File: config.mk
export PLATFORM = sky130hd
export DESIGN_NAME = irsym_rx
export DESIGN_NICKNAME = d
export VERILOG_FILES = /design/src/rtl/irsym_pkg.sv /design/src/rtl/irsym_prescale.sv /design/src/rtl/irsym_sync.sv /design/src/rtl/irsym_capture.sv /design/src/rtl/irsym_fifo.sv /design/src/rtl/irsym_rx.sv
export SDC_FILE = /design/constraint.sdc
export NUM_CORES = 1
export LEC_CHECK = 0
export BUFFER_PORTS_ARGS = -buffer_cell sky130_fd_sc_hd__buf_2
export CAP_MARGIN = 10
export CORE_AREA = 2 2 288 205
export DETAILED_ROUTE_END_ITERATION = 10
export DIE_AREA = 0 0 290 207
export MAX_ROUTING_LAYER = met4
export SLEW_MARGIN = 20
export SYNTH_ARGS = -nofsm -noshare
export SYNTH_HDL_FRONTEND = slang
export SYNTH_SLANG_ARGS = --single-unit
File: constraint.sdc
create_clock -name clk -period 8.7 [get_ports clk]
set_clock_uncertainty 0.05 [all_clocks]
set_input_delay 1.305 -clock clk [delete_from_list [all_inputs] [get_ports clk]]
set_output_delay 1.305 -clock clk [all_outputs]
set_load 0.05 [all_outputs]
File: src/rtl/irsym_pkg.sv
package irsym_pkg;

    localparam int CNT_W = 16;

    typedef enum logic [1:0] {
        CAP_OFF  = 2'd0,
        CAP_WAIT = 2'd1,
        CAP_MARK = 2'd2,
        CAP_GAP  = 2'd3
    } cap_state_e;

    typedef struct packed {
        logic [CNT_W-1:0] mark;
        logic [CNT_W-1:0] period;
    } sym_entry_t;

    localparam int ENTRY_W = 2 * CNT_W;

    // register word addresses
    localparam logic [3:0] A_DIV    = 4'h0;
    localparam logic [3:0] A_MAXPER = 4'h1;
    localparam logic [3:0] A_CTRL   = 4'h2;
    localparam logic [3:0] A_IEN    = 4'h3;
    localparam logic [3:0] A_ISTAT  = 4'h4;
    localparam logic [3:0] A_ICLR   = 4'h5;
    localparam logic [3:0] A_FSTAT  = 4'h6;
    localparam logic [3:0] A_PERIOD = 4'h7;
    localparam logic [3:0] A_MARK   = 4'h8;

    // interrupt bit positions
    localparam int IB_DATA  = 0;
    localparam int IB_LAST  = 1;
    localparam int IB_OVRUN = 2;
    localparam int IB_FULL  = 3;
    localparam int NUM_IRQ  = 4;

endpackage

File: src/rtl/irsym_prescale.sv
module irsym_prescale #(
    parameter int DIV_W = 16
) (
    input  logic             clk,
    input  logic             rst_n,
    input  logic [DIV_W-1:0] div,
    output logic             tick
);
    logic [DIV_W-1:0] cnt_q;
    logic [DIV_W-1:0] last_cnt;

    always_comb begin
        last_cnt = (div == '0) ? '0 : div - 1'b1;
        tick     = (cnt_q >= last_cnt);
    end

    always_ff @(posedge clk or negedge rst_n) begin
        if (!rst_n) begin
            cnt_q <= '0;
        end else if (tick) begin
            cnt_q <= '0;
        end else begin
            cnt_q <= cnt_q + 1'b1;
        end
    end
endmodule

File: src/rtl/irsym_sync.sv
module irsym_sync #(
    parameter int STAGES = 2
) (
    input  logic clk,
    input  logic rst_n,
    input  logic pin,
    input  logic invert,
    output logic level
);
    logic [STAGES-1:0] chain_q;

    generate
        if (STAGES == 1) begin : g_single
            always_ff @(posedge clk or negedge rst_n) begin
                if (!rst_n) chain_q <= '0;
                else        chain_q <= pin;
            end
        end else begin : g_multi
            always_ff @(posedge clk or negedge rst_n) begin
                if (!rst_n) chain_q <= '0;
                else        chain_q <= {chain_q[STAGES-2:0], pin};
            end
        end
    endgenerate

    assign level = chain_q[STAGES-1] ^ invert;
endmodule

File: src/rtl/irsym_capture.sv
module irsym_capture
    import irsym_pkg::*;
#(
    parameter int W = CNT_W
) (
    input  logic         clk,
    input  logic         rst_n,
    input  logic         tick,
    input  logic         level,
    input  logic         enable,
    input  logic [W-1:0] max_per,
    output logic         push,
    output logic         push_last,
    output logic [W-1:0] push_mark,
    output logic [W-1:0] push_period
);
    localparam logic [W-1:0] SAT = '1;
    localparam logic [W-1:0] ONE = W'(1);

    cap_state_e state_q, state_d;
    logic [W-1:0] mark_q, sym_q;
    logic [W-1:0] mark_inc, sym_inc;
    logic         timeout;

    always_comb begin
        mark_inc = (mark_q == SAT) ? SAT : mark_q + 1'b1;
        sym_inc  = (sym_q == SAT) ? SAT : sym_q + 1'b1;
        timeout  = (sym_inc >= max_per);
    end

    // state register
    always_ff @(posedge clk or negedge rst_n) begin
        if (!rst_n) state_q <= CAP_OFF;
        else        state_q <= state_d;
    end

    // next state
    always_comb begin
        state_d = state_q;
        if (!enable) begin
            state_d = CAP_OFF;
        end else begin
            unique case (state_q)
                CAP_OFF:  state_d = CAP_WAIT;
                CAP_WAIT: if (tick && level) state_d = CAP_MARK;
                CAP_MARK: if (tick && !level) state_d = CAP_GAP;
                CAP_GAP: begin
                    if (tick && level)        state_d = CAP_MARK;
                    else if (tick && timeout) state_d = CAP_WAIT;
                end
                default:  state_d = CAP_OFF;
            endcase
        end
    end

    // counters
    always_ff @(posedge clk or negedge rst_n) begin
        if (!rst_n) begin
            mark_q <= '0;
            sym_q  <= '0;
        end else if (!enable) begin
            mark_q <= '0;
            sym_q  <= '0;
        end else if (tick) begin
            unique case (state_q)
                CAP_WAIT: begin
                    if (level) begin
                        mark_q <= ONE;
                        sym_q  <= ONE;
                    end
                end
                CAP_MARK: begin
                    if (level) mark_q <= mark_inc;
                    sym_q <= sym_inc;
                end
                CAP_GAP: begin
                    if (level) begin
                        mark_q <= ONE;
                        sym_q  <= ONE;
                    end else begin
                        sym_q <= sym_inc;
                    end
                end
                default: begin
                    mark_q <= '0;
                    sym_q  <= '0;
                end
            endcase
        end
    end

    // outputs
    always_comb begin
        push        = enable && tick && (state_q == CAP_GAP) && (level || timeout);
        push_last   = !level;
        push_mark   = mark_q;
        push_period = level ? sym_q : SAT;
    end
endmodule

File: src/rtl/irsym_fifo.sv
module irsym_fifo #(
    parameter int DEPTH = 8,
    parameter int W     = 32,
    parameter int CNT_W = $clog2(DEPTH + 1)
) (
    input  logic             clk,
    input  logic             rst_n,
    input  logic             push,
    input  logic [W-1:0]     din,
    input  logic             pop,
    output logic [W-1:0]     dout,
    output logic [CNT_W-1:0] count,
    output logic             full,
    output logic             empty,
    output logic             drop
);
    localparam int PTR_W = (DEPTH > 1) ? $clog2(DEPTH) : 1;
    localparam logic [PTR_W-1:0] LAST_PTR = PTR_W'(DEPTH - 1);
    localparam logic [CNT_W-1:0] FULL_LVL = CNT_W'(DEPTH);

    logic [W-1:0]     mem [DEPTH];
    logic [PTR_W-1:0] wr_ptr_q, rd_ptr_q;
    logic [CNT_W-1:0] count_q;
    logic             do_push, do_pop;

    always_comb begin
        full    = (count_q == FULL_LVL);
        empty   = (count_q == '0);
        do_push = push && !full;
        do_pop  = pop && !empty;
        drop    = push && full;
        count   = count_q;
        dout    = mem[rd_ptr_q];
    end

    always_ff @(posedge clk) begin
        if (do_push) mem[wr_ptr_q] <= din;
    end

    always_ff @(posedge clk or negedge rst_n) begin
        if (!rst_n) begin
            wr_ptr_q <= '0;
            rd_ptr_q <= '0;
            count_q  <= '0;
        end else begin
            if (do_push) wr_ptr_q <= (wr_ptr_q == LAST_PTR) ? '0 : wr_ptr_q + 1'b1;
            if (do_pop)  rd_ptr_q <= (rd_ptr_q == LAST_PTR) ? '0 : rd_ptr_q + 1'b1;
            unique case ({do_push, do_pop})
                2'b10:   count_q <= count_q + 1'b1;
                2'b01:   count_q <= count_q - 1'b1;
                default: count_q <= count_q;
            endcase
        end
    end
endmodule

File: src/rtl/irsym_rx.sv
module irsym_rx
    import irsym_pkg::*;
#(
    parameter int DEPTH       = 8,
    parameter int DIV_W       = 16,
    parameter int SYNC_STAGES = 2,
    parameter logic [DIV_W-1:0] DIV_RESET = DIV_W'(1),
    parameter logic [CNT_W-1:0] MAXPER_RESET = '1
) (
    input  logic        clk,
    input  logic        rst_n,
    input  logic        ir_in,
    input  logic        reg_wr,
    input  logic        reg_rd,
    input  logic [3:0]  reg_addr,
    input  logic [15:0] reg_wdata,
    output logic [15:0] reg_rdata,
    output logic        irq
);
    localparam int FCNT_W = $clog2(DEPTH + 1);
    localparam logic [FCNT_W-1:0] NEAR_FULL = FCNT_W'(DEPTH - 1);

    // register state
    logic [DIV_W-1:0]   div_q;
    logic [CNT_W-1:0]   maxper_q;
    logic               rx_en_q, inv_q;
    logic [NUM_IRQ-1:0] ien_q, istat_q;
    logic               ovf_q;

    // internal nets
    logic               tick, level;
    logic               cap_push, cap_last;
    logic [CNT_W-1:0]   cap_mark, cap_period;
    sym_entry_t         push_entry, head;
    logic [ENTRY_W-1:0] head_raw;
    logic [FCNT_W-1:0]  fifo_cnt;
    logic               fifo_full, fifo_empty, fifo_drop, fifo_pop;
    logic [NUM_IRQ-1:0] set_mask, clr_mask;
    logic               accepted;

    irsym_prescale #(.DIV_W(DIV_W)) u_prescale (
        .clk  (clk),
        .rst_n(rst_n),
        .div  (div_q),
        .tick (tick)
    );

    irsym_sync #(.STAGES(SYNC_STAGES)) u_sync (
        .clk   (clk),
        .rst_n (rst_n),
        .pin   (ir_in),
        .invert(inv_q),
        .level (level)
    );

    irsym_capture #(.W(CNT_W)) u_capture (
        .clk        (clk),
        .rst_n      (rst_n),
        .tick       (tick),
        .level      (level),
        .enable     (rx_en_q),
        .max_per    (maxper_q),
        .push       (cap_push),
        .push_last  (cap_last),
        .push_mark  (cap_mark),
        .push_period(cap_period)
    );

    assign push_entry = '{mark: cap_mark, period: cap_period};

    irsym_fifo #(.DEPTH(DEPTH), .W(ENTRY_W), .CNT_W(FCNT_W)) u_fifo (
        .clk  (clk),
        .rst_n(rst_n),
        .push (cap_push),
        .din  (push_entry),
        .pop  (fifo_pop),
        .dout (head_raw),
        .count(fifo_cnt),
        .full (fifo_full),
        .empty(fifo_empty),
        .drop (fifo_drop)
    );

    assign head = sym_entry_t'(head_raw);

    always_comb begin
        fifo_pop = reg_rd && (reg_addr == A_MARK) && !fifo_empty;
        accepted = cap_push && !fifo_full;
        set_mask = '0;
        set_mask[IB_DATA]  = accepted;
        set_mask[IB_LAST]  = accepted && cap_last;
        set_mask[IB_OVRUN] = fifo_drop;
        set_mask[IB_FULL]  = accepted && !fifo_pop && (fifo_cnt == NEAR_FULL);
        clr_mask = (reg_wr && reg_addr == A_ICLR) ? reg_wdata[NUM_IRQ-1:0] : '0;
    end

    always_ff @(posedge clk or negedge rst_n) begin
        if (!rst_n) begin
            div_q    <= DIV_RESET;
            maxper_q <= MAXPER_RESET;
            rx_en_q  <= 1'b0;
            inv_q    <= 1'b0;
            ien_q    <= '0;
            istat_q  <= '0;
            ovf_q    <= 1'b0;
        end else begin
            if (reg_wr) begin
                unique case (reg_addr)
                    A_DIV:    div_q    <= reg_wdata[DIV_W-1:0];
                    A_MAXPER: maxper_q <= reg_wdata[CNT_W-1:0];
                    A_CTRL: begin
                        rx_en_q <= reg_wdata[0];
                        inv_q   <= reg_wdata[1];
                    end
                    A_IEN:    ien_q    <= reg_wdata[NUM_IRQ-1:0];
                    default:  ;
                endcase
            end
            istat_q <= (istat_q & ~clr_mask) | set_mask;
            if (fifo_drop)               ovf_q <= 1'b1;
            else if (clr_mask[IB_OVRUN]) ovf_q <= 1'b0;
        end
    end

    always_comb begin
        reg_rdata = '0;
        unique case (reg_addr)
            A_DIV:    reg_rdata = 16'(div_q);
            A_MAXPER: reg_rdata = 16'(maxper_q);
            A_CTRL:   reg_rdata = {14'd0, inv_q, rx_en_q};
            A_IEN:    reg_rdata = 16'(ien_q);
            A_ISTAT:  reg_rdata = 16'(istat_q);
            A_FSTAT: begin
                reg_rdata[15:8] = 8'(fifo_cnt);
                reg_rdata[2]    = ovf_q;
            end
            A_PERIOD: reg_rdata = 16'(head.period);
            A_MARK:   reg_rdata = 16'(head.mark);
            default:  reg_rdata = '0;
        endcase
    end

    assign irq = |(istat_q & ien_q);
endmodule

==> impl_metrics.csv <==
group,metric,value,unit
run_status,status,"finished clean",
sta,finalCritPeriodShare,65.4,%
critical_path,cp_num_buf_inv,1,
power_and_ir_drop,swShare,29.3,%
sta,rsz0062_at_grt,"no",
synthesis,synth_area_leader_cell,"edfxtp_1",
cells_and_area,n_fill_cell,5493,
die,die_w,290,um
critical_path,worst-path-max-fanout,36,
synthesis,synth.avg_cell_area,15.0,um2
power_and_ir_drop,p_sw,1.38,mW
sta,finalHoldViolCount,0,
critical_path,worstSetupPathType,"flip-flop to flip-flop",
clock_network,numCtsBuffers,34,
critical_path,r2r_cells,14,
critical_path,required,8.83,ns
worst_hold_path,hold_depth,0,
global_route,track_usage,13.9,%
place,place_congestion,0.847,
detailed_routing,drtAntennaViolNets,0,
cells_and_area,final_nets,1219,
critical_path,r2r_start,"div_q[8]",
detailed_routing,viasPerCell,5.03,
synthesis,synth-edff-count,256,
detailed_routing,drc,0,
critical_path,crit_chain,"or4_1 -> or3_1 -> nor3_2 -> and3_1 -> xor2_1 -> nand2_1 -> ha_1 -> nand4_2 -> or2_0 -> o41a_1 -> nand3_4 -> nand4_2 -> nor4_4 -> buf_4",
detailed_routing,drtIter0Drc,919,
synthesis,ys_ff_latch,361,
global_route,grt_pass1_wl,61900,um
clock_network,cts_resized,0,
synthesis,synth-async-reset-ratio,29.1,%
critical_path,slowest_stage,"nor4_4",
critical_path,cpPeakStageDelay,0.72,ns
worst_hold_path,hp-start,"u_sync.chain_q[0]",
cells_and_area,syn_to_final_growth,14.5,%
die,die_area,0.0600,mm2
synthesis,synth_top_cells_by_area,"edfxtp_1 47%, dfrtp_1 13%, mux4_2 8.7%, mux2_2 3.8%, ha_1 3.3%",
worst_hold_path,hold_end,"u_sync.chain_q[1]",
synthesis,syn_inst,1099,
synthesis,synth_fp_nets,1169,
place,port_buffers,41,
detailed_routing,wl,40600,um
global_route,antenna_found_initial,5,
cells_and_area,regArea,0.0103,mm2
cells_and_area,multiInputGateArea,0.00585,mm2
synthesis,syn_area,0.0165,mm2
power_and_ir_drop,p_leak,6.82,nW
run,max_cap_violations,0,
power_and_ir_drop,p_per_area,250,mW/mm2
detailed_routing,wl_per_cell,20.9,um
power_and_ir_drop,power.internal,3.33,mW
die,start_util,28.7,%
sta,fmax,176,MHz
clock_network,clkTransAtPathRegs,0.07,ns
power_and_ir_drop,seqPwrFrac,46.0,%
place,dp_slack,3.05,ns
clock_network,post_cts.repair.setup_buffers,0,
global_route,overflow,0,
clock_network,cts_root_buf,"clkbuf_16",
die,io_pins,42,
clock_network,htreeDepth,2,
global_route,grt_max_degree,74,
place,dp_hpwl,27500,um
detailed_routing,vias,9750,
critical_path,cpMostUsedCell,"nand4_2",
clock_network,postCtsHoldBufs,0,
die,core,0.0575,mm2
critical_path,worst_ep_arrival_time,5.82,ns
synthesis,synthFlopType,"edfxtp_1",
detailed_routing,first_pass_iters,7,
critical_path,rrSetupSlack,3.01,ns
synthesis,synth_top_area_share,46.7,%
critical_path,crit_path_start_kind,"flip-flop",
critical_path,crit-reg2reg-capture,"u_fifo.mem[1][12]",
sta,hold_slack,0.323,ns
sta,maxSlewHeadroom,28.7,%
critical_path,cp-end-kind,"flip-flop",
sta,setup_slack,3.01,ns
sta,final-setup-viol-count,0,
synthesis,synth_cell_types,75,
sta,layout_min_cycle_time,5.69,ns
clock_network,cts.sinks,361,
cells_and_area,finalCoreUtilization,32.8,%
clock_network,clockBufferDepth,3,
power_and_ir_drop,peakVddDrop,0.143,mV
clock_network,clock_latency,0.54,ns
worst_hold_path,hold_class,"flip-flop to flip-flop",
power_and_ir_drop,p_comb_share,20.8,%
die,die_h,207,um
cells_and_area,layout_commonest_cell,"edfxtp_1",
sta,tightest_slew,1.07,ns
clock_network,cts_tree,"built",
critical_path,cp_top_family,"simple AND/OR/NAND/NOR gates",
global_route,grt_pass1_vias,9551,
sta,tns,0,ns
cells_and_area,layout_common_cells,"256 x edfxtp_1, 85 x dfrtp_1, 78 x nand2_1, 64 x mux4_2, 60 x nor2_1",
cells_and_area,drive_above_1_share,24.3,%
synthesis,ys_seq_area_share,62.7,%
synthesis,yosysWarnings,0,
power_and_ir_drop,p_clk_share,33.1,%
sta,slew_viol_final,0,
die,fp-row-count,74,
-- synthesized netlist by cell type (5+ instances only) --
cell type  instances
a22oi_1            5
nor4_1             5
mux4_2            64
a22o_1            17
nor2_1            66
a21oi_1           26
nand4_1           11
mux2i_1           18
mux2_2            56
buf_2             15
xor2_1            26
dfstp_2           17
a222oi_1          13
nor3_1            17
nand3_1           25
clkbuf_1          23
nand2_1           78
a31oi_1           13
edfxtp_1         256
dfrtp_1           88
xnor2_1           17
nand2b_1          20
o21a_1             7
o22ai_1            7
o21ai_0           28
inv_1             39
and3_1            12
ha_1              44
nor2b_1            6
-- cell families (layout without fill, tap and decap cells) --
family / Yosys count / count (layout) / synth area share, %
AOI/OAI and AO/OA: 147 / 147 / 6.52
xor gates and xnor gates: 43 / 43 / 2.29
adders and majority gates: 45 / 45 / 3.46
buffers and inverters: 84 / 160 / 2.25
DFF: 361 / 361 / 62.7
muxes: 141 / 141 / 13.9
other: 0 / 3 / 0
and+or+nand+nor: 278 / 278 / 8.82
-- power by group through the flow --
stage / Combinational, mW / Sequential [mW] / Clock (mW)
2_1_floorplan: 0.812 / 2.07 / 0
3_3_place_gp: 0.975 / 2.20 / 0
3_5_place_dp: 0.992 / 2.21 / 0
4_1_cts: 0.996 / 2.17 / 1.59
5_1_grt: 1.08 / 2.20 / 1.67
6_report: 0.982 / 2.17 / 1.56
-- worst max path at each step --
stage	startpoint	endpoint	slack, ns	cells after the start
6_report	div_q[8]	u_fifo.mem[1][12]	3.01	14
5_1_grt	div_q[8]	u_fifo.mem[1][30]	2.63	14
4_1_cts	div_q[8]	u_fifo.mem[1][14]	3.00	14
3_5_place_dp	div_q[8]	u_fifo.mem[1][14]	3.05	14
3_3_place_gp	div_q[8]	u_fifo.mem[1][14]	3.19	14
2_1_floorplan	div_q[8]	u_fifo.mem[0][0]	1.63	14
-- sequential cells by signal, indices dropped and copies added, names as in the netlist, 4 cells and up --
signal / flops
div_q: 16
ien_q: 4
istat_q: 4
maxper_q: 16
u_capture.push_mark: 16
u_capture.sym_q: 16
u_fifo.count: 4
u_fifo.mem: 256
u_prescale.cnt_q: 16
-- area by class of cell --
type	instances	area share, %
diodes	3	0.0398
well taps	760	5.04
repair buffers	59	2.13
inverters	39	0.776
multi-input cells	654	31.0
clock inverters	14	0.888
flip-flops and latches	361	54.8
clock buffers	48	5.34
-- through the flow --
step	area (um2)	total power [mW]	cells
5_1_grt	18900	4.94	1938
3_3_place_gp	17600	3.18	1870
4_1_cts	18800	4.76	1932
2_1_floorplan	16500	2.88	1099
6_report	18900	4.71	1938
3_5_place_dp	17600	3.20	1870
-- metal layers --
metal | wire, um | part of all wire [%] | GRT usage (%) | vias to the layer above
met5 | 0 | 0 | - | -
met3 | 3340 | 8.2 | 3.80 | 51
li1 | - | - | - | 4383
met2 | 16700 | 41 | 18.6 | 328
met1 | 19900 | 49 | 20.8 | 4988
met4 | 584 | 1.4 | 2.59 | 0
Power figures use the tool's default switching activity.
